==> src/rtl/atr_pkg.sv <==
package atr_pkg;
  typedef enum logic [1:0] {
    PH_IDLE  = 2'd0,
    PH_ARMED = 2'd1,
    PH_SHIFT = 2'd2,
    PH_DONE  = 2'd3
  } atr_phase_e;
endpackage

==> src/rtl/atr_fetch.sv <==
module atr_fetch #(
  parameter int ADDR_W = 8,
  parameter int NBYTES = 4,
  parameter logic [ADDR_W-1:0] BASE_ADDR = '0
) (
  input  logic              clk,
  input  logic              rst_n,
  input  logic              clear,
  input  logic              active,
  input  logic              take,
  output logic              mem_req_valid,
  input  logic              mem_req_ready,
  output logic [ADDR_W-1:0] mem_req_addr,
  input  logic              mem_rsp_valid,
  input  logic [7:0]        mem_rsp_data,
  output logic [7:0]        nxt_data,
  output logic              nxt_vld
);
  localparam int CW = $clog2(NBYTES + 1);
  localparam logic [CW-1:0] NB_C = CW'(NBYTES);

  logic [CW-1:0] fcnt_q;
  logic          outst_q;
  logic          drop_q;
  logic [7:0]    buf_q;
  logic          buf_v_q;

  assign mem_req_valid = active && !clear && !buf_v_q && !outst_q && (fcnt_q < NB_C);
  assign mem_req_addr  = BASE_ADDR + ADDR_W'(fcnt_q);
  assign nxt_data      = buf_q;
  assign nxt_vld       = buf_v_q;

  always_ff @(posedge clk or negedge rst_n) begin
    if (!rst_n) begin
      fcnt_q  <= '0;
      outst_q <= 1'b0;
      drop_q  <= 1'b0;
      buf_q   <= '0;
      buf_v_q <= 1'b0;
    end else if (clear) begin
      fcnt_q  <= '0;
      buf_v_q <= 1'b0;
      if (mem_rsp_valid) begin
        outst_q <= 1'b0;
        drop_q  <= 1'b0;
      end else begin
        drop_q  <= outst_q;
      end
    end else begin
      if (mem_req_valid && mem_req_ready) begin
        outst_q <= 1'b1;
        fcnt_q  <= fcnt_q + 1'b1;
      end
      if (mem_rsp_valid) begin
        outst_q <= 1'b0;
        drop_q  <= 1'b0;
        if (!drop_q) begin
          buf_q   <= mem_rsp_data;
          buf_v_q <= 1'b1;
        end
      end else if (take) begin
        buf_v_q <= 1'b0;
      end
    end
  end

  AST_RSP_NEEDS_READ: assert property (@(posedge clk) disable iff (!rst_n)
    mem_rsp_valid |-> outst_q);
  AST_ONE_IN_FLIGHT: assert property (@(posedge clk) disable iff (!rst_n)
    (mem_req_valid && mem_req_ready) |=> !mem_req_valid);
endmodule

==> src/rtl/atr_shifter.sv <==
module atr_shifter
  import atr_pkg::*;
#(
  parameter int NBYTES = 4
) (
  input  logic       clk,
  input  logic       rst_n,
  input  logic       card_rst,
  input  logic       clk_fall,
  input  logic [7:0] nxt_data,
  input  logic       nxt_vld,
  output logic       take,
  output atr_phase_e phase,
  output logic       io_out,
  output logic       io_oe
);
  localparam int TOTAL_BITS = NBYTES * 8;
  localparam int PW = $clog2(TOTAL_BITS + 2);
  localparam logic [PW-1:0] LAST_P = PW'(TOTAL_BITS - 1);
  localparam logic [PW-1:0] REL_P  = PW'(TOTAL_BITS);

  atr_phase_e    phase_q;
  logic [7:0]    sh_q;
  logic [2:0]    bit_q;
  logic [PW-1:0] pcnt_q;
  logic          boundary;

  assign boundary = (phase_q == PH_SHIFT) && clk_fall && (pcnt_q < LAST_P) && (bit_q == 3'd7);
  assign take  = !card_rst && (((phase_q == PH_ARMED) && nxt_vld) || boundary);
  assign phase = phase_q;
  assign io_oe = (phase_q == PH_SHIFT);
  assign io_out = (phase_q == PH_SHIFT) ? sh_q[0] : 1'b1;

  always_ff @(posedge clk or negedge rst_n) begin
    if (!rst_n) begin
      phase_q <= PH_IDLE;
      sh_q    <= '1;
      bit_q   <= '0;
      pcnt_q  <= '0;
    end else if (card_rst) begin
      phase_q <= PH_ARMED;
      bit_q   <= '0;
      pcnt_q  <= '0;
    end else begin
      case (phase_q)
        PH_ARMED: begin
          if (nxt_vld) begin
            phase_q <= PH_SHIFT;
            sh_q    <= nxt_data;
          end else begin
            phase_q <= PH_DONE;
          end
        end
        PH_SHIFT: begin
          if (clk_fall) begin
            pcnt_q <= pcnt_q + 1'b1;
            if (pcnt_q == REL_P) begin
              phase_q <= PH_DONE;
            end else if (pcnt_q < LAST_P) begin
              if (bit_q == 3'd7) begin
                sh_q  <= nxt_data;
                bit_q <= '0;
              end else begin
                sh_q  <= sh_q >> 1;
                bit_q <= bit_q + 3'd1;
              end
            end
          end
        end
        default: ;
      endcase
    end
  end

  AST_OE_LOW_IN_RESET: assert property (@(posedge clk) disable iff (!rst_n)
    card_rst |=> !io_oe);
  AST_BYTE0_PRESENT: assert property (@(posedge clk) disable iff (!rst_n)
    (phase_q == PH_ARMED && !card_rst) |-> nxt_vld);
  AST_NEXT_BYTE_PRESENT: assert property (@(posedge clk) disable iff (!rst_n)
    (boundary && !card_rst) |-> nxt_vld);
  AST_IO_HOLDS: assert property (@(posedge clk) disable iff (!rst_n)
    (phase_q == PH_SHIFT && !clk_fall && !card_rst) |=> $stable(io_out));
  AST_RELEASE_ON_33: assert property (@(posedge clk) disable iff (!rst_n)
    (phase_q == PH_DONE && $past(phase_q) == PH_SHIFT) |-> $past(pcnt_q) == REL_P);
  AST_STAYS_RELEASED: assert property (@(posedge clk) disable iff (!rst_n)
    (phase_q == PH_DONE && !card_rst) |=> !io_oe);
endmodule

==> src/rtl/atr_cond_det.sv <==
module atr_cond_det (
  input  logic clk,
  input  logic rst_n,
  input  logic card_clk,
  input  logic io_in,
  input  logic mask,
  output logic cond_start,
  output logic cond_stop
);
  logic ck_q;
  logic io_q;
  logic start_raw;
  logic stop_raw;

  assign start_raw = card_clk && ck_q && io_q && !io_in;
  assign stop_raw  = card_clk && ck_q && !io_q && io_in;

  always_ff @(posedge clk or negedge rst_n) begin
    if (!rst_n) begin
      ck_q       <= 1'b0;
      io_q       <= 1'b1;
      cond_start <= 1'b0;
      cond_stop  <= 1'b0;
    end else begin
      ck_q       <= card_clk;
      io_q       <= io_in;
      cond_start <= start_raw && !mask;
      cond_stop  <= stop_raw && !mask;
    end
  end

  AST_COND_MASKED: assert property (@(posedge clk) disable iff (!rst_n)
    mask |=> (!cond_start && !cond_stop));
endmodule

==> src/rtl/atr_serializer.sv <==
module atr_serializer
  import atr_pkg::*;
#(
  parameter int ADDR_W = 8,
  parameter int NBYTES = 4,
  parameter logic [ADDR_W-1:0] BASE_ADDR = '0
) (
  input  logic              clk,
  input  logic              rst_n,
  input  logic              card_rst,
  input  logic              card_clk,
  input  logic              io_in,
  output logic              io_out,
  output logic              io_oe,
  output logic              mem_req_valid,
  input  logic              mem_req_ready,
  output logic [ADDR_W-1:0] mem_req_addr,
  input  logic              mem_rsp_valid,
  input  logic [7:0]        mem_rsp_data,
  output logic              cond_start,
  output logic              cond_stop
);
  logic       card_clk_q;
  logic       clk_fall;
  logic       clear;
  logic       active;
  logic       take;
  logic [7:0] nxt_data;
  logic       nxt_vld;
  atr_phase_e phase;

  always_ff @(posedge clk or negedge rst_n) begin
    if (!rst_n) card_clk_q <= 1'b0;
    else        card_clk_q <= card_clk;
  end

  assign clk_fall = card_clk_q && !card_clk;
  assign clear    = card_rst && (phase != PH_ARMED);
  assign active   = (phase == PH_ARMED) || (phase == PH_SHIFT);

  atr_fetch #(.ADDR_W(ADDR_W), .NBYTES(NBYTES), .BASE_ADDR(BASE_ADDR)) u_fetch (
    .clk(clk), .rst_n(rst_n), .clear(clear), .active(active), .take(take),
    .mem_req_valid(mem_req_valid), .mem_req_ready(mem_req_ready),
    .mem_req_addr(mem_req_addr), .mem_rsp_valid(mem_rsp_valid),
    .mem_rsp_data(mem_rsp_data), .nxt_data(nxt_data), .nxt_vld(nxt_vld)
  );

  atr_shifter #(.NBYTES(NBYTES)) u_shift (
    .clk(clk), .rst_n(rst_n), .card_rst(card_rst), .clk_fall(clk_fall),
    .nxt_data(nxt_data), .nxt_vld(nxt_vld), .take(take), .phase(phase),
    .io_out(io_out), .io_oe(io_oe)
  );

  atr_cond_det u_cond (
    .clk(clk), .rst_n(rst_n), .card_clk(card_clk), .io_in(io_in),
    .mask(card_rst || active), .cond_start(cond_start), .cond_stop(cond_stop)
  );
endmodule

==> config.mk <==
export PLATFORM = sky130hd
export DESIGN_NAME = atr_serializer
export DESIGN_NICKNAME = d
export VERILOG_FILES = /design/src/rtl/atr_pkg.sv /design/src/rtl/atr_fetch.sv /design/src/rtl/atr_shifter.sv /design/src/rtl/atr_cond_det.sv /design/src/rtl/atr_serializer.sv
export SDC_FILE = /design/constraint.sdc
export NUM_CORES = 1
export LEC_CHECK = 0
export CAP_MARGIN = 40
export CORE_UTILIZATION = 30
export CTS_CLUSTER_SIZE = 40
export DETAILED_ROUTE_END_ITERATION = 10
export PLACE_DENSITY = 0.52
export SYNTH_ARGS = -nofsm -noshare
export SYNTH_HDL_FRONTEND = slang
export SYNTH_HIERARCHICAL = 1
export SYNTH_SLANG_ARGS = --single-unit
==> constraint.sdc <==
create_clock -name clk -period 2.1 [get_ports clk]
set_clock_uncertainty 0.2 [all_clocks]
set_input_delay 0.315 -clock clk [delete_from_list [all_inputs] [get_ports clk]]
set_output_delay 0.315 -clock clk [all_outputs]
set_load 0.03 [all_outputs]
## Word-level counts from Yosys, hierarchy flattened

Cells that the tools add are included.

- Flip-flop bits (word level): 37
- Input bits: 15

- $add $sub $neg: 3
- Magnitude comparators: 2
- Equality and inequality tests: 13
- Muxes and demuxes: 33
- Bitwise operators: 3
- Reduce and logical (&&, ||, !) cells: 45

Operator list:

| kind | count |
|---|---|
| $mux 8 | 5 |
| $mux 3 | 8 |
| $logic_and 1x1->1 | 19 |
| $mux 6 | 3 |
| $pmux 8 s2 | 1 |
| $mux 1 | 12 |
| $reduce_bool 2->1 | 6 |
| $ne 3x2->1 const B | 3 |
| $reduce_bool 3->1 | 3 |
| $logic_not 1->1 | 8 |
| $ne 2x1->1 const B | 4 |
| $add 3x1->3 const B | 2 |
| $add 6x1->6 const B | 1 |
| $eq 6x6->1 const B | 1 |
| $lt 6x5->1 const B | 1 |
| $mux 2 | 3 |
| $reduce_and 3->1 | 2 |
| $reduce_and 6->1 | 1 |
| $ne 2x2->1 const B | 2 |
| $pmux 2 s2 | 1 |
| $reduce_and 2->1 | 2 |
| $reduce_and 4->1 | 1 |
| $eq 3x3->1 const B | 1 |
| $logic_or 1x1->1 | 3 |
| other kinds (4) | 6 |

## Logic depth before layout (Yosys ltp)

Gate-level depths: netlist (run 1).

- Depth in word-level cells: 11
- Depth in mapped cells: 7

## By module

The synthesis (run 1) kept the hierarchy.

Modules (own cells, without submodules):

| module | instances | cells each | area an instance (um2) | sequential area each (um2) |
|---|---|---|---|---|
| atr_shifter | 1 | 93 | 1,051.0 | 485.5 |
| atr_fetch | 1 | 52 | 640.6 | 350.3 |
| atr_cond_det | 1 | 7 | 146.4 | 101.3 |
| atr_serializer | 1 | 7 | 78.8 | 25.0 |

## Worst setup path after synthesis (run 1)

No wires, ideal clock.

- Path type: reg2out
- From: register u_shift.phase_q[0], in the netlist u_shift/phase[0]
- To: output mem_req_valid
- Arrival: 1.787 ns
- Data required time: 1.585 ns
- Path slack: -0.202 ns
- Stages on the path, launching flop included: 6
- Buffers on the path: 1
- Path through: dfrtp_1 > ha_1 > nor2b_4 > buf_6 > or4b_4 > nor2_1

- Longest elaborated chain between the ends: 7
- Elaborated cells between the ends (all ways): 10

RTL lines:

| what | line | RTL |
|---|---|---|
| start, declared | atr_shifter.sv:22 | `atr_phase_e phase_q;` |
| start signal, assigned | atr_shifter.sv:36 | `phase_q <= PH_IDLE;` |
| start signal, assigned | atr_shifter.sv:41 | `phase_q <= PH_ARMED;` |
| start signal, assigned | atr_shifter.sv:48 | `phase_q <= PH_SHIFT;` |
| $ne 2x1->1 | atr_serializer.sv:38 | `assign clear = card_rst && (phase != PH_ARMED);` |
| $logic_and 1x1->1 | atr_serializer.sv:38 |  |
| via clear | atr_serializer.sv:25 | `logic clear;` |
| $logic_not 1->1 | atr_fetch.sv:28 | `assign mem_req_valid = active && !clear && !buf_v_q && !outst_q && (fcnt_q < NB_C);` |
| $logic_and 1x1->1 (4 in series) | atr_fetch.sv:28 |  |
| end, declared | atr_serializer.sv:15 | `output logic mem_req_valid,` |

The timed path passes the listed nets, and every way through them passes these cells.

## Worst setup path in the final report (run 1)

- From: register u_shift.phase_q[1], in the netlist u_shift/phase[1]
- To: output mem_req_valid

The elaborated chain is that of the path after synthesis.

==> results of run 1 <==
-- layer usage --
| metal | vias up | GRT usage |
|---|---|---|
| li1 | 653 | - |
| met1 | 667 | 0.1452 |
| met2 | 33 | 0.2231 |
| met3 | 4 | 0.04333 |
| met4 | 0 | 0.03684 |
| met5 | - | 0 |
-- flip-flops by register name, indices dropped and copies added, names as in the netlist, 2 cells and up --
name / count
u_fetch/nxt_data: 8
u_shift/sh_q: 8
u_shift/pcnt_q: 6
u_fetch/fcnt_q: 3
u_shift/bit_q: 3
u_shift/phase: 2
-- synth_stat cells (2+ instances only) --
cell type / instances / share of area
dfrtp_1: 29 / 0.38
mux2_2: 22 / 0.13
a21oi_1: 13 / 0.034
dfstp_2: 9 / 0.12
o21ai_0: 8 / 0.021
inv_1: 7 / 0.014
nor2_1: 7 / 0.014
ha_1: 6 / 0.039
nand2_1: 6 / 0.012
buf_4: 5 / 0.020
nand3_1: 5 / 0.013
nor3b_2: 4 / 0.026
nand2b_1: 3 / 0.0098
or3_1: 3 / 0.0098
clkbuf_1: 2 / 0.0039
nor2b_4: 2 / 0.014
nor4b_1: 2 / 0.0091
or4_1: 2 / 0.0078
-- final timing paths --
path / start / to / slack, ns
hold / removal: rst_n / u_fetch/outst_q$_DFFE_PN0P_ / 0.26
setup reg to reg: u_shift/phase[0]$_DFFE_PN0P_ / u_shift/sh_q[6]$_DFFE_PN1P_ / -0.11
max in group asynchronous: rst_n / u_shift/sh_q[7]$_DFFE_PN1P_ / 1.07
min in group clk: u_shift/sh_q[7]$_DFFE_PN1P_ / u_shift/sh_q[7]$_DFFE_PN1P_ / 0.29
setup / recovery: u_shift/phase[1]$_DFFE_PN0P_ / mem_req_valid / -0.13
hold reg to reg: u_shift/sh_q[7]$_DFFE_PN1P_ / u_shift/sh_q[7]$_DFFE_PN1P_ / 0.29
-- cell type report --
| cell class | count | area, um2 |
|---|---|---|
| Clock buffer | 6 | 72.57 |
| Clock inverter | 2 | 10.01 |
| Fill cell | 569 | 3516 |
| Inverter | 7 | 26.28 |
| Multi-Input combinational cell | 109 | 939.7 |
| Sequential cell | 38 | 962.2 |
| Tap cell | 75 | 93.84 |
| Timing Repair Buffer | 46 | 405.4 |
-- logic make-up after synthesis --
group / Yosys count / share of synthesized area
AO/OA/AOI/OAI: 31 / 0.1071
XOR/XNOR: 1 / 0.004570
adder cells (fa/ha/maj): 6 / 0.03916
buffers and inverters: 16 / 0.04570
flip-flops: 38 / 0.5020
multiplexers: 23 / 0.1345
other: 1 / 0.001956
AND/OR/NAND/NOR: 43 / 0.1652
-- worst reg2reg max path, stage by stage, from the launching register on --
cell and delay (ns):
dfrtp_1 0.42, buf_4 0.16, buf_4 0.13, buf_4 0.13, nand3b_1 0.26, a221oi_4 0.36, buf_12 0.16, mux2_2 0.32
-- through the flow --
| step | TNS (ns) | setup WS (ns) | total power [mW] | std cells | cell area, um2 |
|---|---|---|---|---|---|
| 6_report | -1.219 | -0.1317 | 1.917 | 283 | 2510 |
| 5_1_grt | -1.774 | -0.1934 | 2.044 | 283 | 2510 |
| 4_1_cts | -0.3804 | -0.2103 | 1.918 | 277 | 2421 |
| 3_5_place_dp | -1.543 | -0.1823 | 1.416 | 266 | 2315 |
| 3_3_place_gp | -1.387 | -0.1655 | 1.401 | 266 | 2315 |
| 2_1_floorplan | -0.01844 | -0.01844 | 1.262 | 163 | 1939 |
-- power by group --
part           internal, mW  leakage (nW)  total [mW]  switching (mW)
Clock                 0.230        0.0450       0.478           0.248
Sequential            0.910         0.467       0.979          0.0693
Combinational         0.265         0.550       0.460           0.194
Total                  1.41          1.06        1.92           0.512
-- cell usage in the layout, fill, tap and decap left out, drive strengths merged, types with 4 or more instances in the layout --
master         synthesis  final
dfstp                  9      9
buf                    7     25
inv                    7      7
nand3                  5      5
a21oi                 13     13
mux2                  22     22
clkdlybuf4s50          0     19
o21ai                  8      8
dfrtp                 29     29
clkbuf                 2      8
nor2                   7      7
nand2                  6      6
conb                   1      5
nor3b                  4      4
ha                     6      6
-- what timing repair did --
action                     CTS  global route
pin swaps                    2             1
cloned                       0             1
buffers inserted             3             5
setup endpoints to repair    4            12
gates resized for setup      3            16
==> impl_metrics.toml, run 1 <==
[run_status]
outcome = "complete, but fails checks"
failed_checks = "negative setup slack"

[global_route]
grt_first_pass_wirelength_um = 6341
antenna_found_initial = 0
grt_pass1_vias = 1383
globalRouteTotalUtil = 0.1272
grt_max_degree = 39
gr-total-overflow = 0

[timing]
fin_ws_ns = -0.1317
min_period_ns = 2.232
rsz0062_at_grt = "true"
setup_violations = 13
finalMaxSlewViolations = 0
finalHoldViolCount = 0
period_share = 1.063
hold_slack_ns = 0.2571
max_freq_ghz = 0.4481

[die]
initial_core_util = 0.3181
ios = 28
die_h_um = 81.94
dieArea_um2 = 6713
core_um2 = 6026
die_x_um = 81.94
rows = 28

[detailed_routing]
drcViolationCount = 0
top_layer = "met4"
dr_wl_met2_um = 1990
wl_met1_um = 1692
wl_met3_um = 172
initialDrtViolationCount = 44
vias_per_cell = 4.795
drt-total-wl_um = 3884
drtAntennaViolNets = 0
first_pass_iters = 4
avgRoutedWirePerCell_um = 13.72
num_vias = 1357

[logic_synthesis]
yosys_warnings = 6
seq_area_frac_synth = 0.5020
syn_area_um2 = 1917
postSynthAreaPerCell_um2 = 12.06
synthFlopType = "dfrtp_1"
synthArstFlopShare = 1.000
synth_enable_flop_cells = 0
synth_cell_types = 42
synth-seq-cells = 38
syn_inst = 159

[place]
place.port_buffers = 22
hpwl_um = 2649
routabilityCongestion = 0.7576

[setup_path]
crit_required_ns = 1.58
cp_max_fo = 2
rr_worst_depth = 7
worst_setup_path_end_kind = "output port"
crit_chain = "inv_2 -> ha_4 -> nor2b_4 -> or4b_4 -> nor2_4 -> buf_6"
cp.arrival_ns = 1.72
path_buf_inv = 2
worst_path_largest_cell_delay_ns = 0.55
cp_num_cells = 6
startpoint_type = "flip-flop"
critPathKind = "flip-flop to output port"
cp_top_family = "simple AND/OR/NAND/NOR gates"
cp_slowest_cell = "or4b_4"

[power_and_ir_drop]
p_leak_nw = 1.062
vdd_drop_max_uv = 340.6
power_density_nw_per_um2 = 763.8

[finish]
diodes = 0
syn_to_final_growth_pct = 30.94
fin_util = 0.4165
finalNetCount = 228
layout-drive-gt1-share = 0.4375

[clocking]
hold_buffers = 0
cts_inserted_buffers = 5
worst_setup_hold_path_clk_slew_ns = 0.08
cts.sinks = 38
clk_path_buf_depth = 2
htree_num_levels = 2
cts_tree = "built"
clock_latency_ns = 0.29
root_buffer = "clkbuf_8"

[worst_hold_path]
hp-class = "primary input to async pin"

[job]
drv_cap = 0
(Power assumes the default switching activity.)
==> run 2: changes to the inputs <==
--- a/config.mk
+++ b/config.mk
@@ -9,6 +9,7 @@
 export CORE_UTILIZATION = 30
 export CTS_CLUSTER_SIZE = 40
 export DETAILED_ROUTE_END_ITERATION = 10
+export HOLD_SLACK_MARGIN = 0.06
 export PLACE_DENSITY = 0.52
 export SYNTH_ARGS = -nofsm -noshare
 export SYNTH_HDL_FRONTEND = slang
==> results of run 2 <==
The final DEF is identical to that of run 1; final timing and power are the same.
